===== config.mk =====
export PLATFORM = sky130hd
export DESIGN_NAME = hdx_frame_slave
export DESIGN_NICKNAME = d
export VERILOG_FILES = /design/src/rtl/hdx_frame_slave.sv
export SDC_FILE = /design/constraint.sdc
export NUM_CORES = 1
export LEC_CHECK = 0
export BUFFER_PORTS_ARGS = -buffer_cell sky130_fd_sc_hd__buf_4
export CAP_MARGIN = 20
export CORE_MARGIN = 5
export CORE_UTILIZATION = 57
export DETAILED_ROUTE_END_ITERATION = 10
export PLACE_DENSITY = 0.85
export SYNTH_ARGS = -nofsm -noshare
export SYNTH_HDL_FRONTEND = slang
export SYNTH_SLANG_ARGS = --single-unit

===== constraint.sdc =====
create_clock -name clk -period 2.26 [get_ports clk]
set_clock_uncertainty 0.05 [all_clocks]
set_input_delay 0.452 -clock clk [delete_from_list [all_inputs] [get_ports clk]]
set_output_delay 0.452 -clock clk [all_outputs]
set_load 0.02 [all_outputs]

===== src/rtl/hdx_frame_slave.sv =====
module hdx_frame_slave #(
  parameter int DATA_W      = 8,
  parameter int IDLE_CYC    = 64,
  parameter int SYNC_STAGES = 2
) (
  input  logic              clk,
  input  logic              rst_n,
  input  logic              link_clk,
  input  logic              link_din,
  output logic              link_dout,
  output logic              link_oe,
  output logic              rx_valid,
  output logic [DATA_W-1:0] rx_data,
  input  logic [DATA_W-1:0] tx_data,
  input  logic              tx_load,
  output logic              tx_ready,
  output logic              tx_underrun,
  output logic              frame_err
);

  localparam int CTRL_BITS  = 2;
  localparam int FIRST_DATA = 1 + CTRL_BITS;
  localparam int LAST_BIT   = FIRST_DATA + DATA_W;
  localparam int CW         = $clog2(LAST_BIT + 1);
  localparam int IW         = $clog2(IDLE_CYC + 1);

  logic [SYNC_STAGES-1:0] clk_sy, din_sy;
  logic                   clk_q;
  logic [CW-1:0]          bit_cnt;
  logic [CTRL_BITS-1:0]   ctrl_q;
  logic [DATA_W-1:0]      rx_sh, tx_sh, hold;
  logic                   hold_full;
  logic [IW-1:0]          idle_cnt;

  wire lclk    = clk_sy[SYNC_STAGES-1];
  wire ldin    = din_sy[SYNC_STAGES-1];
  wire rise    = lclk & ~clk_q;
  wire fall    = ~lclk & clk_q;
  wire timeout = (idle_cnt == IW'(IDLE_CYC)) && !(rise || fall) && (bit_cnt != '0);
  wire slave_now = (ctrl_q == {CTRL_BITS{1'b1}});
  wire take    = fall && !timeout && slave_now && (bit_cnt == CW'(FIRST_DATA));
  wire [DATA_W-1:0] src = hold_full ? hold : {DATA_W{1'b1}};
  wire accept  = tx_load && !hold_full;

  assign tx_ready = !hold_full;

  always_ff @(posedge clk) begin
    if (!rst_n) begin
      clk_sy <= '1;
      din_sy <= '1;
      clk_q  <= 1'b1;
    end else begin
      clk_sy <= {clk_sy[SYNC_STAGES-2:0], link_clk};
      din_sy <= {din_sy[SYNC_STAGES-2:0], link_din};
      clk_q  <= lclk;
    end
  end

  always_ff @(posedge clk) begin
    if (!rst_n) idle_cnt <= '0;
    else if (rise || fall) idle_cnt <= '0;
    else if (idle_cnt != IW'(IDLE_CYC)) idle_cnt <= idle_cnt + 1'b1;
  end

  always_ff @(posedge clk) begin
    if (!rst_n) begin
      hold_full   <= 1'b0;
      hold        <= '0;
      tx_underrun <= 1'b0;
    end else begin
      if (take) hold_full <= 1'b0;
      if (accept) begin
        hold      <= tx_data;
        hold_full <= 1'b1;
        tx_underrun <= 1'b0;
      end
      if (take && !hold_full) tx_underrun <= 1'b1;
    end
  end

  always_ff @(posedge clk) begin
    if (!rst_n) begin
      bit_cnt   <= '0;
      ctrl_q    <= '0;
      rx_sh     <= '0;
      tx_sh     <= '1;
      rx_data   <= '0;
      rx_valid  <= 1'b0;
      frame_err <= 1'b0;
      link_oe   <= 1'b0;
      link_dout <= 1'b1;
    end else begin
      rx_valid  <= 1'b0;
      frame_err <= 1'b0;
      if (timeout) begin
        bit_cnt <= '0;
        link_oe <= 1'b0;
      end else if (rise) begin
        if (bit_cnt == '0) begin
          if (!ldin) bit_cnt <= 1'b1;
        end else if (bit_cnt < CW'(FIRST_DATA)) begin
          ctrl_q  <= {ctrl_q[CTRL_BITS-2:0], ldin};
          bit_cnt <= bit_cnt + 1'b1;
        end else if (bit_cnt < CW'(LAST_BIT)) begin
          rx_sh   <= {ldin, rx_sh[DATA_W-1:1]};
          bit_cnt <= bit_cnt + 1'b1;
        end else begin
          bit_cnt <= '0;
          if (!ldin) frame_err <= 1'b1;
          else if (!slave_now) begin
            rx_valid <= 1'b1;
            rx_data  <= rx_sh;
          end
        end
      end else if (fall) begin
        if (take) begin
          link_oe   <= 1'b1;
          link_dout <= src[0];
          tx_sh     <= {1'b1, src[DATA_W-1:1]};
        end else if (link_oe && bit_cnt > CW'(FIRST_DATA) && bit_cnt < CW'(LAST_BIT)) begin
          link_dout <= tx_sh[0];
          tx_sh     <= {1'b1, tx_sh[DATA_W-1:1]};
        end else if (bit_cnt == CW'(LAST_BIT)) begin
          link_oe <= 1'b0;
        end
      end
    end
  end

  AST_STRB_ERR_EXCL: assert property (@(posedge clk) disable iff (!rst_n)
    !(rx_valid && frame_err));
  AST_OE_ON_FALL: assert property (@(posedge clk) disable iff (!rst_n)
    $rose(link_oe) |-> $past(fall));
  AST_RX_NOT_DRIVING: assert property (@(posedge clk) disable iff (!rst_n)
    rx_valid |-> !link_oe);
  AST_DOUT_HOLD: assert property (@(posedge clk) disable iff (!rst_n)
    (link_oe && $past(link_oe) && !$past(fall)) |-> $stable(link_dout));
  AST_LOAD_FILLS: assert property (@(posedge clk) disable iff (!rst_n)
    (tx_load && tx_ready) |=> !tx_ready);
  AST_UNDERRUN_FILL: assert property (@(posedge clk) disable iff (!rst_n)
    ($rose(link_oe) && tx_underrun) |-> link_dout);

endmodule


# Word-level counts from Yosys, hierarchy flattened
# Cells that the tools add are included.
[word_totals] register_bits=56 latchBits=0 mem_bits_rw=0 romBits=0 in_bits=13 n_memories=0
[op_classes] n_addsub=2 multipliers=0 div=0 n_lt_le_gt_ge=3 eq_ne=7 n_shift=0 mux=18 bitwise=12 reduce_logical=29
[ops] op="8-bit 2-to-1 mux" count=3
[ops] op="4-bit 2-to-1 mux" count=4
[ops] op="4-bit AND reduction" count=3
[ops] op="1-bit 2-to-1 mux" count=11
[ops] op="1-bit inverter" count=10
[ops] op="1-bit logical AND" count=9
[ops] op="2-bit nonzero test" count=4
[ops] op="7-bit by 1-bit adder with 7-bit output, second input constant" count=1
[ops] op="7-bit equality test, second input constant" count=1
[ops] op="7-bit != test, second input constant" count=1
[ops] op="7-bit AND reduction" count=1
[ops] op="7-bit OR reduction" count=1
[ops] op="6-bit OR reduction" count=1
[ops] op="5-bit AND reduction" count=1
[ops] op="4-bit by 1-bit adder with 4-bit output, second input constant" count=1
[ops] op="4-bit by 2-bit equality test with 1-bit output, second input constant" count=1
[ops] op="4-bit equality test, second input constant" count=1
[ops] op="4-bit by 2-bit > comparator with 1-bit output, second input constant" count=1
[ops] op="4-bit logical NOT" count=1
[ops] op="4-bit by 2-bit < comparator with 1-bit output, second input constant" count=1
[ops] op="4-bit < comparator, second input constant" count=1
[ops] op="2-bit != test, second input constant" count=2
[ops] op="4-bit nonzero test" count=1
[ops] op="2-bit OR reduction" count=2
[ops] op="5 further kinds" count=8

# Longest topological paths before layout
[logic_depth] depth_word=12 mapped_depth=8 ltp_nobuf=7

# Least setup slack after synthesis
# No wires, ideal clock.
[synth_timing] path_type="reg-to-reg" from="register bit_cnt[0]" to="register tx_sh[4]" setup_time_ps=144 arrival_ps=1875 required_ps=2066 setup_slack_ps=191 stages_incl_launch_ff=8 period_less_slack_ps=2069 path_cell_list="dfxtp_1 > ha_1 > nand2_1 > or4_4 > a221o_2 > buf_6 > nand2_1 > o211ai_2"
[synth_between] elab_chain_len=8 word_cells_on_any_way=15 classes_between="2 x order compare; 1 x eq/ne; 1 x mux; 1 x bitwise; 10 x reduce/logical"
[synth_lines] element="start, declared" line_no="29" source="logic [CW-1:0] bit_cnt;"
[synth_lines] element="start signal, assigned" line_no="103" source="bit_cnt <= bit_cnt + 1'b1;"
[synth_lines] element="start signal, assigned" line_no="106" source="bit_cnt <= bit_cnt + 1'b1;"
[synth_lines] element="branches (longest 8 deep; another with 4-bit by 2-bit > comparator with 1-bit output)"
[synth_lines] element="end signal, assigned" line_no="119" source="tx_sh <= {1'b1, src[DATA_W-1:1]};"
[synth_lines] element="end signal, assigned" line_no="122" source="tx_sh <= {1'b1, tx_sh[DATA_W-1:1]};"
[synth_lines] element="end, declared" line_no="31" source="logic [DATA_W-1:0] rx_sh, tx_sh, hold;"
# Several ways; the timed one is not identified.
# A chain may end at the register's enable or synchronous reset.

# Final worst setup path
[layout_timing] from="register bit_cnt[0]" to="register tx_sh[6]"
# The elaborated chain is that of the path after synthesis.

==> out/qor.yml <==
grt_pass1_wl_um: 7380
wl_met3_um: 181
postPlaceCellArea_sq_um: 2630
vias: 1714
cp.required_ns: 2.40
yosysMostFrequentCell: "dfxtp_1"
p_int_uw: 1280
grt_setup_unrepaired: "no"
syn_to_final_growth_pct: 14.2
worst-r2r-setup-slack_ns: 0.18
ys_seq_area_share_pct: 46.2
wire_per_inst_um: 12.5
highest_layer: "met4"
vias_per_cell: 5.19
place.gp.congestion: 0.904
drc_errors: 0
ys_async_sr_fraction_pct: 0
first_pass_iters: 4
end_kind: "flip-flop"
final.setup.worst_slack_ns: 0.182
cts_buffer_depth: 2
core_area_sq_um: 4030
post_synth_inst_count: 253
synth_cell_types: 41
drt-met1-wl_um: 1930
min_period_over_period_pct: 92.0
synth_mux_area_share_pct: 8.41
yosys.area.top_type: "dfxtp_1"
pwr_density_cell_nw_per_um2: 602
htreeDepth: 2
fin_nets: 298
ys.warnings.count: 0
timing.fmax_mhz: 481
die_area_sq_um: 5570
post-dp-hpwl_um: 2970
setup_viol: 0
outcome: "complete, no violations"
post_cts_buffers: 0
finalInstanceArea_sq_um: 2720
grt_pass1_vias: 1684
start_util_pct: 59.1
io_buffers: 26
crit_start: "bit_cnt[0]"
whs_path_depth: 2
ys_ff_latch: 55
synth.avg_cell_area_sq_um: 9.41
die_h_um: 74.6
cts.sinks: 55
clkTransAtPathRegs_ns: 0.09
holdCritPathClass: "primary input to flip-flop"
synthSimpleGateAreaFrac_pct: 23.3
synth_xor_area_share_pct: 2.21
clk-insertion-delay-late_ns: 0.31
arrival_ns: 2.22
hp-start: "link_clk"
relSlewSlack_pct: 59.0
synth_fp_nets: 272
cp-start-kind: "flip-flop"
p_leak_uw: 0.00112
hold_viol: 0
finalPower_uw: 1640
r2r_end: "tx_sh[6]"
cts_root_buffer: "clkbuf_8"
finalCriticalPeriod_ns: 2.08
grt_max_degree: 46
pwr-share-seq_pct: 60.9
postCtsResizedCells: 0
antenna_found_initial: 0
ctsHoldBuffers: 0
drive_gt1_share_pct: 19.3
comb_power_share_pct: 5.4
min_delay_worst_endpoint: "clk_sy[0]"
synth_area_leaders: "dfxtp_1 46%, mux2i_1 8.4%, nand2_1 6.0%, nor2b_1 5.3%, o211ai_2 3.7%"
power_switching_share_pct: 21.9
track_usage_pct: 17.0
n_antenna_cell: 0
p_sw_uw: 358
drt_iter0_drc: 103
wl_met2_um: 1980
ys.flop_type: "dfxtp_1"
rows: 23
pre_cts_slack_ns: 0.186
final_util_pct: 67.5
ir_worst_vdd_v: 0.000552
io_pins: 27
worstPathMaxFanout: 15
synth_area_sq_um: 2380
cts_tree: "done"
cts_buffers: 5
cap_violations: 0
clkPwrFrac_pct: 33.7
r2r_cells: 6
die_x_um: 74.6
drt.antenna.violating_nets: 0
synth-adder-area-share_pct: 3.15
worst_pin_slew_ns: 0.613
synth_edf_count: 0
overflow: 0
synth_top_cells_by_count: "55 x dfxtp_1, 38 x nand2_1, 20 x mux2i_1, 20 x nor2b_1, 14 x o21ai_0"
slew_viol_final: 0
path_class: "flip-flop to flip-flop"
reg2reg_from: "bit_cnt[0]"
wl_um: 4130
synth_compound_area_share_pct: 12.3
fin_setup_tns_ns: 0
yosysTopAreaCellShare_pct: 46.2
synth_top_family_by_area: "simple AND/OR/NAND/NOR gates"
==> flip-flops by register name (all words and copies together), names as in the netlist, 2 cells and up <==
register	cells
din_sy	2
idle_cnt	7
rx_data	8
clk_sy	2
rx_sh	8
hold	8
tx_sh	7
ctrl_q	2
bit_cnt	4
==> worst max-delay path, stage by stage (launching register included) <==
cell and delay, ns:
dfxtp_1 0.41, ha_1 0.22, nand2_1 0.09, or4_4 0.42
a221o_2 0.52, mux2i_1 0.19, nand2_1 0.06
==> worst max path at each step <==
stage	endpoint	slack [ns]	cells after the start
global placement	tx_sh[6]	0.24	6
detailed placement	tx_sh[6]	0.19	6
CTS	tx_sh[6]	0.17	6
finish	tx_sh[6]	0.18	6
floorplan	tx_sh[4]	0.19	7
global route	tx_sh[6]	0.007	5
==> cell usage in the layout, fill, tap and decap left out, drive strengths merged, types with 2 or more instances in the layout <==
master,count
a21boi,8
a21oi,5
and3,4
buf,33
clkbuf,7
clkinv,2
dfxtp,55
ha,6
inv,9
mux2i,20
nand2,39
nand2b,5
nand3,2
nand4,2
nor2,5
nor2b,20
nor3,5
nor4,3
o211ai,7
o21ai,16
or3,8
or3b,2
xnor2,4
xor2,2
==> cell type report <==
class / instances / area, sq um
clock inverter: 1 / 8.76
multi-input combinational: 174 / 1180
fill: 314 / 1310
clock buffer: 7 / 86.3
sequential: 55 / 1100
tap: 50 / 62.6
timing repair buffer: 33 / 248
inverter: 10 / 37.5
==> cell families (layout without fill, tap and decap cells) <==
| kind of cell | Yosys count | after routing |
|---|---|---|
| buffers and inverters | 24 | 51 |
| AO/OA/AOI/OAI | 40 | 40 |
| multiplexers | 20 | 20 |
| adder cells (fa/ha/maj) | 6 | 6 |
| XOR/XNOR | 6 | 6 |
| AND/OR/NAND/NOR | 102 | 102 |
| flip-flops | 55 | 55 |
==> per-stage QoR <==
stage	hold slack, ns	std cells
after floorplan	0.336	253
after global placement	0.339	322
after detailed placement	0.341	322
after CTS	0.263	330
after global routing	0.252	330
final	0.273	330
==> power groups by stage <==
stage | clock, uW | combinational [uW] | sequential, uW
global route | 614 | 100 | 1000
finish | 551 | 88.4 | 997
floorplan | 0 | 58.8 | 1020
detailed placement | 0 | 88.4 | 1020
CTS | 574 | 89.0 | 998
global placement | 0 | 86.4 | 1020
==> layer usage <==
layer  GRT usage (%)  up-vias
li1                -      914
met1            22.9      769
met2            26.6       27
met3            5.47        4
met4            4.55        0
met5               0        -
(Power assumes the default switching activity.)
